**config.mk**
```make
export PLATFORM = sky130hd
export DESIGN_NAME = frame_guard
export DESIGN_NICKNAME = d
export VERILOG_FILES = /design/src/rtl/fg_pkg.sv /design/src/rtl/fg_word_decode.sv /design/src/rtl/fg_gap_counter.sv /design/src/rtl/fg_quarantine.sv /design/src/rtl/fg_fsm.sv /design/src/rtl/frame_guard.sv
export SDC_FILE = /design/constraint.sdc
export NUM_CORES = 1
export LEC_CHECK = 0
export BUFFER_PORTS_ARGS = -buffer_cell sky130_fd_sc_hd__buf_2
export CORE_UTILIZATION = 50
export DETAILED_ROUTE_END_ITERATION = 8
export PLACE_DENSITY = 0.62
export SYNTH_ARGS = -nofsm -noshare
export SYNTH_HDL_FRONTEND = slang
export SYNTH_HIERARCHICAL = 1
export SYNTH_SLANG_ARGS = --single-unit
export TNS_END_PERCENT = 5
```
**constraint.sdc**
```tcl
create_clock -name clk -period 35.7 [get_ports clk]
set_input_delay 7.14 -clock clk [delete_from_list [all_inputs] [get_ports clk]]
set_output_delay 7.14 -clock clk [all_outputs]
set_load 0.02 [all_outputs]
```
**src/rtl/fg_pkg.sv**
```systemverilog
package fg_pkg;

    typedef enum logic [2:0] {
        ST_IDLE,
        ST_HUNT,
        ST_ARMED,
        ST_STREAM,
        ST_OPEN,
        ST_CONTROL
    } fg_state_e;

    typedef struct packed {
        logic top;   // must-be-zero bit is set
        logic flag;  // control/data flag
        logic zero;  // payload bits are all zero
    } fg_info_t;

endpackage

```
**src/rtl/fg_word_decode.sv**
```systemverilog
module fg_word_decode
    import fg_pkg::*;
#(
    parameter int WORD_W = 18,
    parameter int DATA_W = 16
) (
    input  logic [WORD_W-1:0] word,
    output fg_info_t          info
);

    localparam int FLAG_BIT = DATA_W;

    always_comb begin
        info.zero = ~|word[DATA_W-1:0];
        info.flag = word[FLAG_BIT];
        info.top  = |word[WORD_W-1:FLAG_BIT+1];
    end

endmodule

```
**src/rtl/fg_gap_counter.sv**
```systemverilog
module fg_gap_counter #(
    parameter int GAP_BASE  = 8,
    parameter int GAP_SEL_W = 2
) (
    input  logic                 clk,
    input  logic                 rst_n,
    input  logic                 clr,
    input  logic                 inc,
    input  logic [GAP_SEL_W-1:0] sel,
    output logic                 at_limit
);

    localparam int MAX_GAP = GAP_BASE << ((1 << GAP_SEL_W) - 1);
    localparam int CNT_W   = $clog2(MAX_GAP) + 1;

    logic [CNT_W-1:0] cnt;
    logic [CNT_W-1:0] limit;

    always_comb begin
        limit    = CNT_W'(GAP_BASE) << sel;
        at_limit = (cnt == limit);
    end

    always_ff @(posedge clk) begin
        if (!rst_n) begin
            cnt <= '0;
        end else if (clr) begin
            cnt <= '0;
        end else if (inc) begin
            cnt <= cnt + 1'b1;
        end
    end

endmodule

```
**src/rtl/fg_quarantine.sv**
```systemverilog
module fg_quarantine #(
    parameter int ENT_W      = 17,
    parameter int SHALLOW    = 16,
    parameter int DEEP       = 32
) (
    input  logic             clk,
    input  logic             rst_n,
    input  logic             adv,
    input  logic             push,
    input  logic [ENT_W-1:0] din,
    input  logic             flush,
    input  logic             deep,
    output logic             rel_valid,
    output logic [ENT_W-1:0] rel_word
);

    logic [DEEP-1:0]  vld;
    logic [ENT_W-1:0] dat [DEEP];
    logic             tail_v;
    logic [ENT_W-1:0] tail_d;

    always_comb begin
        tail_v = deep ? vld[DEEP-1] : vld[SHALLOW-1];
        tail_d = deep ? dat[DEEP-1] : dat[SHALLOW-1];
    end

    always_ff @(posedge clk) begin
        if (!rst_n || flush) begin
            vld[0] <= 1'b0;
        end else if (adv) begin
            vld[0] <= push;
            dat[0] <= din;
        end
    end

    for (genvar k = 1; k < DEEP; k++) begin : g_stage
        always_ff @(posedge clk) begin
            if (!rst_n || flush) begin
                vld[k] <= 1'b0;
            end else if (adv) begin
                vld[k] <= vld[k-1];
                dat[k] <= dat[k-1];
            end
        end
    end

    always_ff @(posedge clk) begin
        if (!rst_n) begin
            rel_valid <= 1'b0;
            rel_word  <= '0;
        end else begin
            rel_valid <= adv && tail_v;
            rel_word  <= tail_d;
        end
    end

endmodule

```
**src/rtl/fg_fsm.sv**
```systemverilog
module fg_fsm
    import fg_pkg::*;
(
    input  logic     clk,
    input  logic     rst_n,
    input  logic     in_valid,
    input  fg_info_t info,
    input  logic     at_limit,
    output logic     adv,
    output logic     push,
    output logic     cnt_clr,
    output logic     cnt_inc,
    output logic     flush,
    output logic     err_now,
    output logic     retx_now,
    output logic     latch_cfg
);

    fg_state_e state, state_nx;
    logic      synced;
    logic      fail;

    always_ff @(posedge clk) begin
        if (!rst_n) begin
            state <= ST_IDLE;
        end else begin
            state <= state_nx;
        end
    end

    always_comb begin
        synced = (state == ST_STREAM) || (state == ST_OPEN) || (state == ST_CONTROL);
        fail   = 1'b0;
        if (in_valid && synced) begin
            if (info.top) begin
                fail = 1'b1;
            end else if (state == ST_STREAM) begin
                fail = info.flag ? (!at_limit || !info.zero) : at_limit;
            end else begin
                fail = !info.flag && !info.zero;
            end
        end
    end

    always_comb begin
        state_nx = state;
        if (in_valid) begin
            unique case (state)
                ST_IDLE, ST_HUNT: begin
                    if (!info.top && info.flag && info.zero) state_nx = ST_ARMED;
                    else                                     state_nx = ST_HUNT;
                end
                ST_ARMED: begin
                    if (info.top || !info.zero) state_nx = ST_HUNT;
                    else if (info.flag)         state_nx = ST_ARMED;
                    else                        state_nx = ST_STREAM;
                end
                ST_STREAM: begin
                    if (fail)           state_nx = ST_HUNT;
                    else if (info.flag) state_nx = ST_OPEN;
                    else                state_nx = ST_STREAM;
                end
                ST_OPEN, ST_CONTROL: begin
                    if (fail)           state_nx = ST_HUNT;
                    else if (info.flag) state_nx = ST_CONTROL;
                    else                state_nx = ST_STREAM;
                end
                default: state_nx = ST_HUNT;
            endcase
        end
    end

    always_comb begin
        latch_cfg = (state == ST_IDLE);
        flush     = fail;
        retx_now  = fail;
        err_now   = fail || (in_valid && !synced && info.top);
        adv       = in_valid && synced && !fail;
        push      = adv && ((state == ST_STREAM) ? !info.flag : info.flag);
        cnt_inc   = adv && (state == ST_STREAM) && !info.flag;
        cnt_clr   = (in_valid && (state == ST_ARMED) && !info.top && info.zero && !info.flag)
                 || (adv && (state != ST_STREAM) && !info.flag);
    end

endmodule

```
**src/rtl/frame_guard.sv**
```systemverilog
module frame_guard
    import fg_pkg::*;
#(
    parameter int WORD_W    = 18,
    parameter int DATA_W    = 16,
    parameter int GAP_BASE  = 8,
    parameter int GAP_SEL_W = 2,
    parameter int SHALLOW   = 16,
    parameter int DEEP      = 32
) (
    input  logic                 clk,
    input  logic                 rst_n,
    input  logic                 in_valid,
    input  logic [WORD_W-1:0]    in_word,
    input  logic                 cfg_deep,
    input  logic [GAP_SEL_W-1:0] cfg_interval,
    output logic                 rel_valid,
    output logic [DATA_W:0]      rel_word,
    output logic                 err_pulse,
    output logic                 retx_req
);

    localparam int ENT_W = DATA_W + 1;

    fg_info_t             info;
    logic                 at_limit;
    logic                 adv, push, cnt_clr, cnt_inc, flush;
    logic                 err_now, retx_now, latch_cfg;
    logic                 deep_q;
    logic [GAP_SEL_W-1:0] sel_q;

    fg_word_decode #(.WORD_W(WORD_W), .DATA_W(DATA_W)) u_decode (
        .word (in_word),
        .info (info)
    );

    fg_fsm u_fsm (
        .clk       (clk),
        .rst_n     (rst_n),
        .in_valid  (in_valid),
        .info      (info),
        .at_limit  (at_limit),
        .adv       (adv),
        .push      (push),
        .cnt_clr   (cnt_clr),
        .cnt_inc   (cnt_inc),
        .flush     (flush),
        .err_now   (err_now),
        .retx_now  (retx_now),
        .latch_cfg (latch_cfg)
    );

    fg_gap_counter #(.GAP_BASE(GAP_BASE), .GAP_SEL_W(GAP_SEL_W)) u_gap (
        .clk      (clk),
        .rst_n    (rst_n),
        .clr      (cnt_clr),
        .inc      (cnt_inc),
        .sel      (sel_q),
        .at_limit (at_limit)
    );

    fg_quarantine #(.ENT_W(ENT_W), .SHALLOW(SHALLOW), .DEEP(DEEP)) u_quar (
        .clk       (clk),
        .rst_n     (rst_n),
        .adv       (adv),
        .push      (push),
        .din       (in_word[DATA_W:0]),
        .flush     (flush),
        .deep      (deep_q),
        .rel_valid (rel_valid),
        .rel_word  (rel_word)
    );

    always_ff @(posedge clk) begin
        if (!rst_n) begin
            deep_q    <= 1'b0;
            sel_q     <= '0;
            err_pulse <= 1'b0;
            retx_req  <= 1'b0;
        end else begin
            if (latch_cfg) begin
                deep_q <= cfg_deep;
                sel_q  <= cfg_interval;
            end
            err_pulse <= err_now;
            retx_req  <= retx_now;
        end
    end

endmodule

```
==> results.md, run 1 <==
* Status: complete, no violations
* M3 GR Usage at 0.02810
* Max VDD drop at 0.03493 mV
* Crit path DAT at 11.60 ns
* Clk_skew at 0.009526 ns
* DRC Markers at 0
* Pleak at 6.913 nW
* DP Cell Count at 1,359
* 1st-iter DRT viols at 488
* Mapped cell area at 19,160 µm²
* Area contributors post-synth: edfxtp_1 85%, dfxtp_1 6.8%, mux2i_1 2.8%, nor2_1 0.78%, nor2b_1 0.69%
* Syn nets at 843
* Min-delay worst type: register to register
* Worst Slack Setup Final at 24.30 ns
* Most frequently used flop master after synthesis: edfxtp_1
* Final cycle utilization of the critical path at 0.3194
* Layout area overhead at 13.06%
* Final instance area at 21,660 µm²
* CTS buffer count at 57
* Critical Path RT at 35.89 ns
* Flop and latch count out of synthesis at 609
* CTS H-tree lvls at 2
* Sequential fraction of the synthesis area at 0.9205
* Final WL at 22,360 µm
* CTS clk-pin slew, worst paths at 0.06 ns
* Core area at 37,670 µm²
* Pre-Repair DR Iteration Count at 4
* Cell count after synthesis at 817
* DP Area at 19,930 µm²
* Most common cell in the netlist: edfxtp_1
* Min Hold Slack at 0.4133 ns
* Layout cell share with drive strength beyond 1 at 0.1352
* TritonCTS clock tree: done
* Max-Cap Viols at 0
* Initial antenna violation count at 0
* Util after Layout at 0.5751
* WS Path Type: input port to register
* Post-synth ARST share at 0
* GR peak layer: met1
* Yosys top cell area share at 0.8526
* Final Non-Filler Cells at 1,466
* Final hold violation count at 0
* Total power at 1.331 mW
* Crit-path max FO at 225
* Worst-skew pair later-pin latency at 0.59 ns
* Post-CTS Setup Repair Bufs at 0
* Grt met2 use at 0.1641
* RD Place Congestion at 0.7371
* Overflow after GRT at 0
* Final setup viols at 0
* Cell row count at 71
* Mean Syn Cell Area at 23.45 µm²
* Rel. slew slack at 0.2116
* Chip width at 197.8 µm
* PostCTS Resize Cnt at 0
* Post-DR wirelength/cell at 15.25 µm
* Vias at 7,028
* Post-Place Worst Slack at 23.65 ns
* I/O pin total at 44
* RSZ-0062 raised after global routing: no
* Largest net degree at the start of global routing at 234
* CTS root buffer: clkbuf_16
* F_max at 87.70 MHz
* Synth cell count leaders: 544 x edfxtp_1, 65 x dfxtp_1, 54 x mux2i_1
* Worst-margin pin slew at 1.183 ns
* Final count of pins violating max slew at 0
* EDFF count, synth at 544
* Die Height at 197.8 µm
* Detailed Place HPWL at 10,590 µm
* I/O Buffers at 43
* Grt met1 use at 0.1778
* Vias per cell at 4.794
* CTS Hold Bufs at 0
* Yosys warns at 6
* Final net count at 933
* Number of global-route vias before repair at 6,837
* CP Capture Type: register
* Setup TNS at 0 ns
* Pwr/cell area at 61.45 nW/µm²
* Initial Utilization at 0.5087
* Clock Sinks at 609
* Die Area at 39,110 µm²
* Final critical-path required period at 11.40 ns
* First-pass GRT wire length at 35,870 µm
* Post-DRT Antenna Nets at 0
* Post-synth cell types at 49
* Yosys top cell by area: edfxtp_1
* Maximum clock path buffer count at 3
* Setup crit start kind: input port
* GRT Overall Usage at 0.1191
[routing by layer]
metal / wire length (µm) / up-vias
met1: 11230 / 3510
li1: - / 3354
met2: 9572 / 113
met3: 892 / 51
met5: 0 / -
met4: 668 / 0
[registers in the layout, indices dropped and copies added (netlist names)]
register and flops:
u_quar/vld 32, u_quar/dat 544, u_gap/cnt 7, u_quar/rel_valid 1
err_pulse 1, sel_q 2, deep_q 1, retx_req 1
u_quar/rel_word 17, u_fsm/state 3
[cell families (layout without fill, tap and decap cells)]
| family | count (synthesis) | count (layout) | synth area share |
|---|---|---|---|
| DFF | 609 | 609 | 0.9205 |
| AOI/OAI and AO/OA | 20 | 20 | 0.007902 |
| other | 0 | 1 | 0 |
| buffers and inverters | 23 | 160 | 0.009143 |
| and+or+nand+nor | 104 | 104 | 0.03063 |
| muxes | 54 | 54 | 0.02821 |
| adders and majority gates | 2 | 2 | 0.001306 |
| xor gates and xnor gates | 5 | 5 | 0.002286 |
[area by class of cell]
| cell class | count | area, µm² |
|---|---|---|
| clock inverters | 21 | 126.4 |
| flip-flops and latches | 609 | 17640 |
| diodes | 1 | 2.502 |
| fillers | 2788 | 16000 |
| clock buffers | 85 | 1604 |
| multi-input cells | 185 | 1356 |
| repair buffers | 47 | 270.3 |
| inverters | 7 | 26.28 |
| well taps | 511 | 639.4 |
[path summary, 6_finish.rpt]
kind	start	end	slack, ns	cells after the start
setup reg to reg	u_gap/cnt[0]	u_quar/dat[1][262]	30.34	13
hold / removal	u_quar/dat[0][104]	u_quar/dat[0][121]	0.41	0
setup / recovery	in_word[4]	u_quar/dat[1][262]	24.30	11
hold reg to reg	u_quar/dat[0][104]	u_quar/dat[0][121]	0.41	0
[power by group]
part | switching, mW | total [mW] | internal [mW]
sequential | 0.000580 | 0.766 | 0.766
clock | 0.238 | 0.555 | 0.317
combinational | 0.00613 | 0.00997 | 0.00384
total | 0.245 | 1.33 | 1.09
[worst max-delay path: stages]
cell     delay, ns
buf_2         0.10
nor4_1        0.38
and4_1        0.32
and2_1        0.15
o21ai_1       0.09
a31oi_4       0.25
and3_2        0.86
nand2_1       0.24
nor2_4        0.18
buf_4         0.82
buf_12        0.77
[layout by cell type, fill, tap and decap left out, types with 5 or more instances in the layout]
cell | Yosys | routed
buf_2 | 1 | 43
clkbuf_1 | 2 | 23
clkbuf_16 | 0 | 59
clkinv_1 | 0 | 10
clkinv_2 | 0 | 7
dfxtp_1 | 65 | 65
edfxtp_1 | 544 | 544
inv_1 | 7 | 7
mux2i_1 | 54 | 54
nand2_1 | 9 | 9
nor2_1 | 40 | 39
nor2b_1 | 21 | 21
nor4_1 | 6 | 6
o21ai_0 | 5 | 5
Note: power is estimated with default switching activity, not from simulation.
==> run 2, diff against run 1 <==
Clock period 35.7 ns to 11.3 ns, I/O delays scaled along.
==> results.md, run 2 (same netlist as run 1, synthesis figures left out) <==
* Final cycle utilization of the critical path at 0.5242
* Cell row count at 71 (unchanged)
* Commonest non-fill, non-tap cell in the layout: edfxtp_1
* NetSw at 0.7834 mW (+220%)
* Die Area at 39,110 µm² (unchanged)
* Max-Cap Viols at 0 (unchanged)
* Final hold violation count at 0 (unchanged)
* Critical Path RT at 11.48 ns (-24.41 ns)
* I/O Buffers at 43 (unchanged)
* R2r endpoint: u_quar/dat[1][22]
* Final WL at 21,920 µm (-2.0%)
* Chip width at 197.8 µm (unchanged)
* DP Area at 19,950 µm² (+0.11%)
* CTS buffer count at 57 (unchanged)
* Ant diodes at 0 (-1)
* First-pass GRT wire length at 35,360 µm (-1.4%)
* Crit-path max FO at 204 (-9.3%)
* Crit path DAT at 6.11 ns (-5.49 ns)
* CTS Hold Bufs at 0 (unchanged)
* Total power at 4.280 mW (+220%)
* Overflow after GRT at 0 (unchanged)
* Pre-Repair DR Iteration Count at 4 (unchanged)
* Final critical-path required period at 5.924 ns
* Post-DRT Antenna Nets at 0 (unchanged)
* Post-CTS Setup Repair Bufs at 0 (unchanged)
* Final setup viols at 0 (unchanged)
* Core area at 37,670 µm² (unchanged)
* Hold Crit Start: u_quar/dat[1][177]
* Initial antenna violation count at 0 (unchanged)
* Clk_skew at 0.02223 ns (+0.01270 ns)
* Pleak at 6.984 nW (+1.0%)
* Fill cell count at 2,764 (-0.86%)
* Worst-margin pin slew at 1.078 ns (-0.1050 ns)
* Pwr/cell area at 196.5 nW/µm² (+220%)
* Comb pwr share at 0.007 (about the same)
* Number of cells on the worst hold path at 0 (unchanged)
* Post-DR wirelength/cell at 14.93 µm (-2.1%)
* Switching Fraction at 0.1830 (-0.0009878)
* Max VDD drop at 0.1463 mV (+320%)
* 1st-iter DRT viols at 408 (-16%)
* Power share of the clock group at 0.427 (+0.010)
* Final instance area at 21,780 µm² (+0.56%)
* Number of global-route vias before repair at 6,858 (+0.31%)
* I/O pin total at 44 (unchanged)
* Maximum clock path buffer count at 3 (unchanged)
* Max reg flops at 544 (unchanged)
* RSZ-0062 raised after global routing: no
* Most frequent cells in the layout: 544 x edfxtp_1, 65 x dfxtp_1, 57 x clkbuf_16
* Vias at 7,049 (+0.30%)
* WS Path Type: input port to register
* PostCTS Resize Cnt at 0 (unchanged)
* Setup crit start kind: input port
* DRC Markers at 0 (unchanged)
* Final net count at 934 (+0.11%)
* Seq pwr share at 0.566 (-0.010)
* Die Height at 197.8 µm (unchanged)
* CTS H-tree lvls at 2 (unchanged)
* GRT Overall Usage at 0.1174 (-0.001666)
* F_max at 168.8 MHz
* Layout area overhead at 13.69%
* RD Place Congestion at 0.7091 (-3.8%)
* Status: complete, no violations
* Min-delay worst type: register to register
* Largest regs: u_quar/dat x544, u_quar/vld x32, u_quar/rel_word x17
* CP Capture Type: register
* Biggest register: u_quar/dat
* Rel. slew slack at 0.2816 (+0.07000)
* Internal power at 3.497 mW (+220%)
* R2R Setup Slk at 6.66 ns (-23.68 ns)
* Clock Sinks at 609 (unchanged)
* CTS clk-pin slew, worst paths at 0.06 ns (about the same)
* Largest net degree at the start of global routing at 205 (-12%)
* Hold path endpoint: u_quar/dat[1][194]
* Detailed Place HPWL at 11,060 µm (+4.4%)
* CTS root buffer: clkbuf_16
* Initial Utilization at 0.5087 (unchanged)
* Worst reg2reg path depth at 12 (-1)
* Worst-skew pair later-pin latency at 0.58 ns (about the same)
* Vias per cell at 4.802 (+0.16%)
* Layout cell share with drive strength beyond 1 at 0.1463 (+0.01107)
* TritonCTS clock tree: done
* Final count of pins violating max slew at 0 (unchanged)
* Reg-to-Reg Start: u_gap/cnt[0]
==> run 2: cell types whose count changed in the layout (fill, tap and decap cells not counted), sizes merged <==
cell      delta
bufinv       +4
clkbuf       -9
clkinv       +8
clkinvlp     -1
diode        -1
buf          +1
==> run 2: worst max-delay path by stage <==
stage,start,end,slack (ns),depth (start not counted)
global placement,in_word[4],u_quar/dat[1][260],4.95,10
detailed placement,in_word[4],u_quar/dat[1][242],4.77,10
finish,in_word[4],u_quar/dat[1][22],5.38,10
CTS,in_word[4],u_quar/dat[1][242],5.39,10
global route,in_word[4],u_quar/dat[1][158],5.18,10
floorplan,in_word[11],u_quar/dat[0][0],-0.82,10
==> run 2: cell type report <==
class,count,area [µm²],area share
Inverter,7,26.28,0.001206
Timing Repair Buffer,48,277.8,0.01275
Sequential cell,609,17640,0.8096
Multi-Input combinational cell,185,1371,0.06295
Tap cell,511,639.4,0.02935
Clock buffer,76,1528,0.07013
Clock inverter,32,304.0,0.01396
==> run 2: layer usage <==
metal  GRT usage  share of wire
met4     0.04737          0.026
met2      0.1669           0.45
met5           0              0
met3     0.02998          0.042
met1      0.1744           0.48
==> run 2: power by group through the flow <==
stage          logic [mW]  registers [mW]  clock network (mW)
5_1_grt            0.0341            2.42                1.98
3_5_place_dp       0.0316            2.47                   0
2_1_floorplan      0.0182            2.47                   0
6_report           0.0309            2.42                1.83
4_1_cts            0.0317            2.42                1.89
3_3_place_gp       0.0309            2.47                   0
==> run 2: through the flow <==
stage	utilization	std cells	worst slack (ns)	TNS [ns]	hold slack, ns
finish	0.5783	1468	5.376	0	0.4070
CTS	0.5783	1468	5.393	0	0.4043
global placement	0.5297	1360	4.947	0	0.4003
floorplan	-	817	-0.8185	-445.29	0.4003
global route	0.5783	1468	5.176	0	0.4038
detailed placement	0.5297	1360	4.767	0	0.4045
==> run 2: worst max-delay path, cell delays in order <==
cell and delay, ns:
buf_2 0.10, nor4_1 0.45, and4_1 0.33, and2_1 0.16, o21ai_2 0.07, a31oi_4 0.25, and3_4 0.61, nand2_4 0.11
nor2_4 0.80, buf_12 0.71
